[config.mk]
export PLATFORM = sky130hd
export DESIGN_NAME = dti_top
export DESIGN_NICKNAME = d
export VERILOG_FILES = /design/src/rtl/dti_pkg.sv /design/src/rtl/dti_dbuf.sv /design/src/rtl/dti_gen.sv /design/src/rtl/dti_pinmux.sv /design/src/rtl/dti_top.sv
export SDC_FILE = /design/constraint.sdc
export NUM_CORES = 1
export LEC_CHECK = 0
export ABC_CLOCK_PERIOD_IN_PS = 5100
export BUFFER_PORTS_ARGS = -buffer_cell sky130_fd_sc_hd__buf_4
export CAP_MARGIN = 20
export CORE_MARGIN = 2
export CORE_UTILIZATION = 60
export DETAILED_ROUTE_END_ITERATION = 6
export HOLD_SLACK_MARGIN = 0.1
export PLACE_DENSITY = 0.82
export SYNTH_ARGS = -nofsm -noshare
export SYNTH_HDL_FRONTEND = slang
export SYNTH_SLANG_ARGS = --single-unit
[constraint.sdc]
create_clock -name clk -period 5.1 [get_ports clk]
set_input_delay 1.02 -clock clk [delete_from_list [all_inputs] [get_ports clk]]
set_output_delay 1.02 -clock clk [all_outputs]
set_load 0.02 [all_outputs]
[src/rtl/dti_pkg.sv]
package dti_pkg;
  localparam int unsigned DEF_CHANNELS = 4;
  localparam int unsigned DEF_DT_W     = 8;
  localparam int unsigned SIDES        = 2;

  function automatic int unsigned lo_pin(input int unsigned ch);
    return SIDES * ch;
  endfunction

  function automatic int unsigned hi_pin(input int unsigned ch);
    return SIDES * ch + 1;
  endfunction
endpackage

[src/rtl/dti_dbuf.sv]
// Holding register plus active register, swapped on the timer update.
module dti_dbuf #(
  parameter int unsigned W = 8
) (
  input  logic         clk,
  input  logic         rst_n,
  input  logic         wr,
  input  logic [W-1:0] wdata,
  input  logic         update,
  output logic [W-1:0] active
);
  logic [W-1:0] hold_q;

  always_ff @(posedge clk) begin
    if (!rst_n) begin
      hold_q <= '0;
      active <= '0;
    end else begin
      if (wr)     hold_q <= wdata;
      if (update) active <= hold_q;
    end
  end
endmodule

[src/rtl/dti_gen.sv]
// One complementary pair with dead interval after each input edge.
module dti_gen #(
  parameter int unsigned DT_W = 8
) (
  input  logic            clk,
  input  logic            rst_n,
  input  logic            pwm,
  input  logic [DT_W-1:0] lo_dt,
  input  logic [DT_W-1:0] hi_dt,
  output logic            lo_q,
  output logic            hi_q
);
  localparam logic [DT_W-1:0] ONE = {{(DT_W-1){1'b0}}, 1'b1};

  logic            prev_q;
  logic [DT_W-1:0] cnt_q;
  logic [DT_W-1:0] load;
  logic            tog;
  logic            busy;

  always_comb begin
    tog  = pwm ^ prev_q;
    load = pwm ? hi_dt : lo_dt;
    busy = tog ? (load != '0) : (cnt_q != '0);
    lo_q = ~pwm & ~busy;
    hi_q =  pwm & ~busy;
  end

  // The edge cycle is the first dead cycle, so the counter holds load-1.
  always_ff @(posedge clk) begin
    if (!rst_n) begin
      prev_q <= 1'b0;
      cnt_q  <= '0;
    end else begin
      prev_q <= pwm;
      if (tog)
        cnt_q <= (load == '0) ? '0 : load - ONE;
      else if (cnt_q != '0)
        cnt_q <= cnt_q - ONE;
    end
  end
endmodule

[src/rtl/dti_pinmux.sv]
module dti_pinmux #(
  parameter int unsigned PINS = 8
) (
  input  logic            enable,
  input  logic [PINS-1:0] mask,
  input  logic [PINS-1:0] port_out,
  input  logic [PINS-1:0] gen_pins,
  output logic [PINS-1:0] pin_out
);
  for (genvar i = 0; i < PINS; i++) begin : g_pin
    assign pin_out[i] = (enable && mask[i]) ? gen_pins[i] : port_out[i];
  end
endmodule

[src/rtl/dti_top.sv]
module dti_top
  import dti_pkg::*;
#(
  parameter int unsigned CHANNELS = DEF_CHANNELS,
  parameter int unsigned DT_W     = DEF_DT_W,
  localparam int unsigned PINS    = SIDES * CHANNELS
) (
  input  logic                clk,
  input  logic                rst_n,
  input  logic                enable,
  input  logic                tmr_update,
  input  logic                lo_dt_wr,
  input  logic [DT_W-1:0]     lo_dt_wdata,
  input  logic                hi_dt_wr,
  input  logic [DT_W-1:0]     hi_dt_wdata,
  input  logic [CHANNELS-1:0] pwm_in,
  input  logic [PINS-1:0]     ovr_mask,
  input  logic [PINS-1:0]     port_out,
  output logic [PINS-1:0]     pin_out
);
  logic [DT_W-1:0]     act_lo;
  logic [DT_W-1:0]     act_hi;
  logic [CHANNELS-1:0] gen_lo;
  logic [CHANNELS-1:0] gen_hi;
  logic [PINS-1:0]     gen_pins;

  dti_dbuf #(.W(DT_W)) u_lo_buf (
    .clk(clk), .rst_n(rst_n), .wr(lo_dt_wr), .wdata(lo_dt_wdata),
    .update(tmr_update), .active(act_lo)
  );

  dti_dbuf #(.W(DT_W)) u_hi_buf (
    .clk(clk), .rst_n(rst_n), .wr(hi_dt_wr), .wdata(hi_dt_wdata),
    .update(tmr_update), .active(act_hi)
  );

  for (genvar k = 0; k < CHANNELS; k++) begin : g_ch
    dti_gen #(.DT_W(DT_W)) u_gen (
      .clk(clk), .rst_n(rst_n), .pwm(pwm_in[k]),
      .lo_dt(act_lo), .hi_dt(act_hi),
      .lo_q(gen_lo[k]), .hi_q(gen_hi[k])
    );
    assign gen_pins[lo_pin(k)] = gen_lo[k];
    assign gen_pins[hi_pin(k)] = gen_hi[k];
  end

  dti_pinmux #(.PINS(PINS)) u_mux (
    .enable(enable), .mask(ovr_mask), .port_out(port_out),
    .gen_pins(gen_pins), .pin_out(pin_out)
  );
endmodule

==> results.json, run 1 <==
{
  "status": "complete, no violations",
  "antenna_found_initial": 0,
  "netlist.area_leader.share_pct": 31.7,
  "p_int_mw": 1.19,
  "cap_violations": 0,
  "rsz0062_at_grt": "false",
  "seqCellArea_um2": 1360,
  "required_ps": 4080,
  "grt_pass1_vias": 3548,
  "power_density_nw_per_um2": 393,
  "multi_input_area_um2": 2760,
  "cp_num_buf_inv": 3,
  "synth-seq-area-share_pct": 31.7,
  "max-slew-margin-rel_pct": 42.5,
  "startpoint_type": "input port",
  "initial_utilization_pct": 62.6,
  "cts_tree": "built",
  "cp.arrival_ps": 2560,
  "final.setup.tns_ps": 0,
  "cts_resized": 0,
  "portBuffers": 49,
  "detail_route.first_pass.iterations": 5,
  "grt_max_degree": 53,
  "die_height_um": 88.6,
  "cts_hold_buf": 0,
  "fp-row-count": 30,
  "overflow": 0,
  "wl_um": 9980,
  "timing.final.crit_share_pct": 70.2,
  "syn_inst": 506,
  "drive_gt1_share_pct": 13.2,
  "clock-sinks": 68,
  "via_per_inst": 5.90,
  "worst_clock_skew_ps": 8.56,
  "syn2layout_area_growth_pct": 12.8,
  "yosys_warnings": 0,
  "cp_top_family": "compound AO/OA/AOI/OAI gates",
  "synth_edf_count": 0,
  "combPwrFrac_pct": 39.5,
  "core-area_um2": 6870,
  "final_util_pct": 70.5,
  "p_sw_mw": 0.710,
  "worst-r2r-setup-slack_ps": 2810,
  "post-cts-setup-buffers": 0,
  "avgSynthCellArea_um2": 8.49,
  "peakVddDrop_v": 0.000310,
  "clk_pin_slew_ps": 70,
  "fmax_mhz": 279,
  "leakage_nw": 2.06,
  "slew_viol_final": 0,
  "synth_seq_cells": 68,
  "ant_nets": 0,
  "drtIter0Drc": 275,
  "crit_top_cell": "buf_4",
  "remaining_drc_errors": 0,
  "worstPathMaxFanout": 21,
  "io_pins": 50,
  "clock_latency_ps": 350,
  "hold_viol_final": 0,
  "numCtsBuffers": 9,
  "synth_ff_type": "dfxtp_1",
  "grtUsageTotal_pct": 26.6,
  "ys_top_cells_by_count": "dfxtp_1 (68), nand2_1 (58), mux2i_1 (51), nor2b_1 (35), xnor2_1 (34)",
  "hpwl_um": 7200,
  "pwr-share-seq_pct": 38.0,
  "critPathCaptureType": "output port",
  "num_vias": 3776,
  "die_width_um": 88.6,
  "synth_area_leaders": "dfxtp_1 (32%), mux2i_1 (12%), xnor2_1 (6.9%)",
  "cts_buffer_depth": 2,
  "fill_cells": 548,
  "path_class": "input port to output port",
  "grt_pass1_wl_um": 16400,
  "synth_cell_types": 46,
  "crit_chain": "buf_4 > mux2i_1 > ha_1 > inv_1 > o31a_1 > o31ai_2 > buf_4",
  "final_nets": 598,
  "synth_area_leader_cell": "dfxtp_1",
  "antenna_cells": 0,
  "slowest_stage": "mux2i_1",
  "async_flop_share_pct": 0,
  "hp-class": "flip-flop to flip-flop",
  "cpPeakStageDelay_ps": 360,
  "setup_viol": 0,
  "cts_max_level": 3,
  "place.gp.congestion": 0.921,
  "period_needed_ps": 3580,
  "dieArea_um2": 7850,
  "synth.most_common_cell": "dfxtp_1",
  "synth_area_um2": 4300,
  "switching_share_pct": 37.3,
  "pwr-share-clk_pct": 22.4,
  "syn-num-nets": 564,
  "wl_per_cell_um": 15.6,
  "tightest_slew_ps": 855,
  "cts-root-buf": "clkbuf_8"
}
[power by group through the flow]
stage | Combinational (mW) | Clock (mW) | Sequential (mW)
after global placement | 0.727 | 0 | 0.728
after CTS | 0.748 | 0.433 | 0.721
after floorplan | 0.602 | 0 | 0.705
after global routing | 0.842 | 0.454 | 0.737
final | 0.753 | 0.427 | 0.724
after detailed placement | 0.743 | 0 | 0.733
[per-stage QoR]
step	power [mW]	instances	hold WS [ps]	cell area, µm²	setup WS [ps]
after floorplan	1.31	506	482	4300	1290
after global placement	1.46	625	496	4660	1610
after detailed placement	1.48	625	507	4660	1550
after CTS	1.90	640	527	4840	1530
after global routing	2.03	640	550	4840	1400
final	1.90	640	525	4840	1520
[worst register-to-register path, stage by stage, from the launching register on]
cell and delay (ps):
dfxtp_1 450, nor4_2 800, nand2_1 140, xnor2_1 460, mux2i_1 200, o32ai_1 150
[worst paths after layout]
check,from,end,cells past startpoint
worst max register to register,u_lo_buf.active[4]$_SDFFE_PN0P_,g_ch[1].u_gen.cnt_q[7]$_SDFFE_PN0P_,5
worst min register to register,u_hi_buf.hold_q[0]$_SDFFE_PN0P_,u_hi_buf.hold_q[0]$_SDFFE_PN0P_,2
worst min-delay path,u_hi_buf.hold_q[0]$_SDFFE_PN0P_,u_hi_buf.hold_q[0]$_SDFFE_PN0P_,2
worst max-delay path,pwm_in[3],pin_out[6],7
[area by class of cell]
class | count | share of cell area (%)
clock buffers | 11 | 2.71
clock inverters | 4 | 1.06
inverters | 14 | 1.08
multi-input cells | 398 | 57.0
flip-flops and latches | 68 | 28.1
well taps | 96 | 2.48
repair buffers | 49 | 7.59
[metal layers]
metal  track usage (%)  share of wire, %  vias to the layer above
met2              43.3                47                      117
met4              9.64               2.0                        0
li1                  -                 -                     1848
met3              5.78               5.3                       24
met5                 0                 0                        -
met1              34.7                46                     1787
[layout by cell type (no fill, tap or decap), types with 8 or more instances in the layout]
cell type  Yosys  layout
nor3_1        12      12
buf_4          0      49
o21ai_0       17      17
inv_1         14      14
nor2b_1       35      35
a21oi_1       25      25
nor3b_1        8       8
xnor2_1       34      34
dfxtp_1       68      68
nand3_1       11      11
xor2_1        17      17
o32ai_1       10      10
ha_1          16      16
o211ai_1       8       8
mux2i_1       51      51
nor2_1        25      25
nand2_1       58      58
clkbuf_8       0       9
[kinds of logic (layout without fill, tap and decap cells)]
group                      count (synthesis)  count (layout)  share of synthesized area [%]
and+or+nand+nor                          181             181                           22.3
AOI/OAI and AO/OA                         98              98                           14.8
DFF                                       68              68                           31.7
muxes                                     52              52                           12.1
xor gates and xnor gates                  51              51                           10.4
buffers and inverters                     40              78                           4.08
adders and majority gates                 16              16                           4.66
[state kept, by name, summed over array words and instances (netlist names)]
name               count
u_lo_buf.hold_q        8
u_hi_buf.hold_q        8
g_ch.u_gen.cnt_q      32
g_ch.u_gen.prev_q      4
u_hi_buf.active        8
u_lo_buf.active        8
Power figures use the tool's default switching activity.
==> inputs of run 2 (changes only) <==
--- a/config.mk
+++ b/config.mk
@@ -5,14 +5,15 @@
 export SDC_FILE = /design/constraint.sdc
 export NUM_CORES = 1
 export LEC_CHECK = 0
-export ABC_CLOCK_PERIOD_IN_PS = 5100
+export ABC_AREA = 1
+export ABC_CLOCK_PERIOD_IN_PS = 3600
 export BUFFER_PORTS_ARGS = -buffer_cell sky130_fd_sc_hd__buf_4
 export CAP_MARGIN = 20
 export CORE_MARGIN = 2
 export CORE_UTILIZATION = 60
 export DETAILED_ROUTE_END_ITERATION = 6
 export HOLD_SLACK_MARGIN = 0.1
-export PLACE_DENSITY = 0.82
+export PLACE_DENSITY = 0.81
 export SYNTH_ARGS = -nofsm -noshare
 export SYNTH_HDL_FRONTEND = slang
 export SYNTH_SLANG_ARGS = --single-unit
==> constraint.sdc (replaced) <==
create_clock -name clk -period 3.6 [get_ports clk]
set_input_delay 0.72 -clock clk [delete_from_list [all_inputs] [get_ports clk]]
set_output_delay 0.72 -clock clk [all_outputs]
set_load 0.02 [all_outputs]
==> results.json, run 2 <==
{
  "rsz0062_at_grt": "false",
  "fmax_mhz": 351,
  "leakage_nw": 2.67,
  "wl_um": 11700,
  "tightest_slew_ps": 743,
  "core-area_um2": 7730,
  "numCtsBuffers": 9,
  "num_vias": 4878,
  "syn_inst": 755,
  "synth.most_common_cell": "nand2_1",
  "yosys_warnings": 0,
  "post-place-ws_ps": 738,
  "cts_tree": "built",
  "cts_resized": 0,
  "ys_top_cells_by_count": "nand2_1 (237), nor2_1 (90), inv_1 (73), dfxtp_1 (68), a21oi_1 (59)",
  "slowest_stage": "buf_4",
  "grt_pass1_vias": 4736,
  "power_density_nw_per_um2": 476,
  "period_needed_ps": 2850,
  "detail_route.first_pass.iterations": 7,
  "avgSynthCellArea_um2": 6.36,
  "timing.final.crit_share_pct": 79.1,
  "cp_num_buf_inv": 4,
  "cpPeakStageDelay_ps": 190,
  "drtIter0Drc": 279,
  "post-cts-setup-buffers": 0,
  "crit_chain": "buf_4 > nand2_1 > o21ai_2 > inv_1 > ha_1 > inv_1 > nor2_1 > nand2_1 > nor2_2 > nand2_1 > nand2_1 > nand2_1 > nand2_1 > buf_4",
  "synth_cell_types": 31,
  "max-slew-margin-rel_pct": 50.4,
  "synth_area_um2": 4800,
  "die_height_um": 93.5,
  "largest_register_ffs": 32,
  "setup_ws_ps": 753,
  "clk_pin_slew_ps": 80,
  "remaining_drc_errors": 0,
  "required_ps": 2880,
  "startpoint_type": "input port",
  "cp.arrival_ps": 2130,
  "hold_viol_final": 0,
  "antenna_found_initial": 0,
  "syn2layout_area_growth_pct": 11.7,
  "io_pins": 50,
  "ant_nets": 0,
  "initial_utilization_pct": 62.1,
  "netlist.area_leader.share_pct": 28.4,
  "synth_ff_type": "dfxtp_1",
  "status": "complete, no violations",
  "seqCellArea_um2": 1360,
  "hp-class": "flip-flop to flip-flop",
  "synth_seq_cells": 68,
  "largest_register": "g_ch.u_gen.cnt_q",
  "drive_gt1_share_pct": 16.1,
  "async_flop_share_pct": 0,
  "cp_top_family": "simple AND/OR/NAND/NOR gates",
  "slew_viol_final": 0,
  "layout_common_cells": "nand2_1 (237), nor2_1 (90), inv_1 (73)",
  "multi_input_area_um2": 2980,
  "cts_buffer_depth": 2,
  "synth_area_leaders": "dfxtp_1 (28%), nand2_1 (19%), nor2_1 (7.0%)",
  "via_per_inst": 5.39,
  "wl_per_cell_um": 13.0,
  "final_common_cell": "nand2_1",
  "synth_area_leader_cell": "dfxtp_1",
  "worst_clock_skew_ps": 9.78,
  "cts_hold_buf": 0,
  "syn-num-nets": 813,
  "antenna_cells": 0,
  "final.setup.tns_ps": 0,
  "grtUsageTotal_pct": 29.0,
  "synth-seq-area-share_pct": 28.4,
  "crit_top_cell": "nand2_1",
  "critPathCaptureType": "output port",
  "final_nets": 856,
  "cts_max_level": 3,
  "fill_cells": 680,
  "overflow": 0,
  "die_width_um": 93.5,
  "hpwl_um": 8710,
  "cap_violations": 0,
  "grt_max_degree": 49,
  "power_mw": 2.55,
  "final_util_pct": 69.4,
  "clock_latency_ps": 360,
  "place.gp.congestion": 0.911,
  "portBuffers": 49,
  "clock-sinks": 68,
  "worstPathMaxFanout": 17,
  "dieArea_um2": 8730,
  "synth_edf_count": 0,
  "grt_pass1_wl_um": 20700,
  "cts-root-buf": "clkbuf_8",
  "peakVddDrop_v": 0.000278,
  "path_class": "input port to output port",
  "setup_viol": 0,
  "fp-row-count": 32
}
[run 2: changes by cell type in the layout (fill, tap and decap cells not counted), moves of 11 or more]
| cell | change |
|---|---|
| nor2_1 | +65 |
| nand3_1 | +28 |
| nand2_1 | +179 |
| mux2i_1 | -51 |
| xnor2_1 | -34 |
| inv_1 | +59 |
| o21ai_0 | +37 |
| nand2_2 | +20 |
| a21oi_1 | +34 |
| nor3_1 | -11 |
| nor2b_1 | -35 |
[run 2: worst register-to-register path: cells and delay by family, from the launching register on]
family | cells | cell delay [ps]
buffers and inverters | 2 | 160
AOI/OAI and AO/OA | 2 | 260
DFF | 1 | 530
and+or+nand+nor | 6 | 600
adders and majority gates | 1 | 190
[run 2: metal layers]
metal  wire [µm]  GRT usage [%]
met1        5230           35.6
met2        5630           50.8
met3         583           3.79
met4         280           12.1
met5           0              0
[run 2: path summary, 6_finish.rpt]
kind	endpoint	cells past startpoint	slack, ps	startpoint
hold / removal	u_lo_buf.hold_q[0]$_SDFFE_PN0P_	2	500	u_lo_buf.hold_q[0]$_SDFFE_PN0P_
hold reg to reg	u_lo_buf.hold_q[0]$_SDFFE_PN0P_	2	500	u_lo_buf.hold_q[0]$_SDFFE_PN0P_
setup / recovery	pin_out[5]	14	750	pwm_in[2]
setup reg to reg	g_ch[3].u_gen.cnt_q[7]$_SDFFE_PN0P_	11	1790	u_hi_buf.active[0]$_SDFFE_PN0P_
[run 2: layout make-up]
cell class / count / share of cell area [%]
Inverter: 82 / 5.93
Tap cell: 102 / 2.38
Sequential cell: 68 / 25.4
Clock buffer: 9 / 2.31
Clock inverter: 7 / 1.52
Timing Repair Buffer: 49 / 6.86
Multi-Input combinational cell: 588 / 55.6
[run 2: stage by stage]
step | cells | instance area, µm² | hold slack, ps
4_1_cts | 905 | 5360 | 500
3_3_place_gp | 889 | 5160 | 467
6_report | 905 | 5360 | 497
5_1_grt | 905 | 5360 | 524
2_1_floorplan | 755 | 4800 | 449
3_5_place_dp | 889 | 5160 | 475
[run 2: cells by family (layout without fill, tap and decap cells)]
group,Yosys count,after routing,synth area share (%)
AND/OR/NAND/NOR,429,429,39.9
flip-flops,68,68,28.4
buffers and inverters,99,147,9.54
XOR/XNOR,15,15,4.07
AO/OA/AOI/OAI,128,128,14.0
adder cells (fa/ha/maj),16,16,4.17
[run 2: power breakdown]
part           internal [mW]  total (mW)  switching, mW  leakage, nW
clock network          0.331       0.668          0.337        0.101
logic                  0.347       0.945          0.598         2.00
registers              0.861       0.937         0.0760        0.564
==> inputs of run 3 (changes only) <==
--- a/config.mk
+++ b/config.mk
@@ -6,14 +6,14 @@
 export NUM_CORES = 1
 export LEC_CHECK = 0
 export ABC_AREA = 1
-export ABC_CLOCK_PERIOD_IN_PS = 3600
+export ABC_CLOCK_PERIOD_IN_PS = 2310
 export BUFFER_PORTS_ARGS = -buffer_cell sky130_fd_sc_hd__buf_4
 export CAP_MARGIN = 20
 export CORE_MARGIN = 2
-export CORE_UTILIZATION = 60
+export CORE_UTILIZATION = 54
 export DETAILED_ROUTE_END_ITERATION = 6
 export HOLD_SLACK_MARGIN = 0.1
-export PLACE_DENSITY = 0.81
+export PLACE_DENSITY = 0.77
 export SYNTH_ARGS = -nofsm -noshare
 export SYNTH_HDL_FRONTEND = slang
 export SYNTH_SLANG_ARGS = --single-unit
==> constraint.sdc (replaced) <==
create_clock -name clk -period 2.31 [get_ports clk]
set_input_delay 0.462 -clock clk [delete_from_list [all_inputs] [get_ports clk]]
set_output_delay 0.462 -clock clk [all_outputs]
set_load 0.02 [all_outputs]
==> results.json, run 3 (synthesis gave the netlist of run 2 again) <==
{
  "timing.hold.ws_ps": 332,
  "wl_um": 12200,
  "power_density_nw_per_um2": 703,
  "tightest_slew_ps": 399,
  "io_pins": 50,
  "startpoint_type": "flip-flop",
  "crit_path_start": "u_hi_buf.active[0]$_SDFFE_PN0P_",
  "final_nets": 890,
  "largest_register_ffs": 32,
  "grtUsageTotal_pct": 25.1,
  "wl_per_cell_um": 12.9,
  "overflow": 0,
  "max-slew-margin-rel_pct": 73.4,
  "use_met3_pct": 3.72,
  "num_vias": 5025,
  "drive_gt1_share_pct": 23.8,
  "worstPathMaxFanout": 5,
  "portBuffers": 49,
  "clock-sinks": 68,
  "path_class": "flip-flop to output port",
  "placed_area_um2": 5320,
  "cp.arrival_ps": 1830,
  "grt_max_degree": 49,
  "rsz0062_at_grt": "true",
  "grt_pass1_vias": 4733,
  "leakage_nw": 2.88,
  "hold_path_startpoint": "hi_dt_wdata[5]",
  "hold_viol_final": 0,
  "r2r_start": "u_lo_buf.active[0]$_SDFFE_PN0P_",
  "remaining_drc_errors": 0,
  "ant_nets": 0,
  "power_mw": 4.08,
  "layout_common_cells": "nand2_1 (221), nor2_1 (87), buf_4 (73)",
  "worst_clock_skew_ps": 9.86,
  "die_height_um": 98.3,
  "cts_buffer_depth": 2,
  "stdcell_area_um2": 5810,
  "clock_latency_ps": 350,
  "dieArea_um2": 9660,
  "antenna_found_initial": 0,
  "met2_usage_pct": 41.8,
  "initial_utilization_pct": 55.3,
  "clk_pin_slew_ps": 80,
  "fmax_mhz": 437,
  "numCtsBuffers": 9,
  "slew_viol_final": 0,
  "drtIter0Drc": 394,
  "antenna_cells": 0,
  "period_needed_ps": 2290,
  "hp-class": "input port to flip-flop",
  "met1_usage_pct": 31.9,
  "top_usage_layer": "met2",
  "fp-row-count": 34,
  "critPathCaptureType": "output port",
  "status": "complete, no violations",
  "die_width_um": 98.3,
  "detail_route.first_pass.iterations": 5,
  "hpwl_um": 8860,
  "cts_hold_buf": 0,
  "cap_violations": 0,
  "via_per_inst": 5.32,
  "place.gp.congestion": 0.907,
  "cts_tree": "built",
  "largest_register": "g_ch.u_gen.cnt_q",
  "required_ps": 1850,
  "cts_max_level": 3,
  "final_common_cell": "nand2_1",
  "timing.final.crit_share_pct": 99.2,
  "setup_viol": 0,
  "peakVddDrop_v": 0.000415,
  "grt_pass1_wl_um": 20300,
  "core-area_um2": 8680,
  "syn2layout_area_growth_pct": 21.0,
  "cts-root-buf": "clkbuf_8"
}
-- run 3: worst paths after layout --
check        cells past startpoint                                   to  slack [ps]
min                              3      u_hi_buf.hold_q[5]$_SDFFE_PN0P_         330
max reg2reg                     13  g_ch[3].u_gen.cnt_q[7]$_SDFFE_PN0P_         510
min reg2reg                      2      u_hi_buf.hold_q[5]$_SDFFE_PN0P_         500
max                             13                           pin_out[1]          20
-- run 3: critical path, stage by stage, from the launching register on --
cell and delay (ps):
dfxtp_4 400, nand2_4 90, o21ai_4 60, inv_2 80
ha_4 130, inv_2 30, nor2_2 60, nand2_1 80
nor2_2 120, nand2_1 80, nand2_2 100, nand2_2 60
nand2_2 70, buf_6 110
-- run 3: what timing repair did --
action                                  in CTS  in global routing
pin swaps                                    4                 22
endpoints found under the hold margin        0                  0
resized for setup                           15                 45
endpoints found under the setup margin       8                  8
setup buffers                                5                  8
-- run 3: power breakdown --
group          leakage, nW  total [mW]  switching (mW)  internal (mW)
logic                 2.21        1.59           0.968          0.625
registers            0.565        1.47           0.126           1.34
clock network       0.0999        1.02           0.489          0.533
-- run 3: metal layers --
layer | wire (µm) | vias up
li1 | - | 2550
met1 | 5380 | 2276
met2 | 5780 | 169
met3 | 682 | 30
met4 | 315 | 0
met5 | 0 | -
-- run 3: area by class of cell --
class / count / area (µm²)
multi-input cells: 588 / 3110
inverters: 82 / 325
clock buffers: 11 / 141
flip-flops and latches: 68 / 1370
fillers: 765 / 2870
repair buffers: 83 / 669
clock inverters: 5 / 60.1
well taps: 108 / 135
-- run 3: per-stage QoR --
step | instances | worst slack [ps] | setup TNS (ps) | util [%]
CTS | 937 | -0.912 | -1.30 | 64.7
global placement | 916 | 92.4 | 0 | 61.3
floorplan | 755 | 114 | 0 | -
finish | 945 | 19.3 | 0 | 66.9
global route | 945 | -112 | -490 | 66.9
detailed placement | 916 | 70.4 | 0 | 61.3
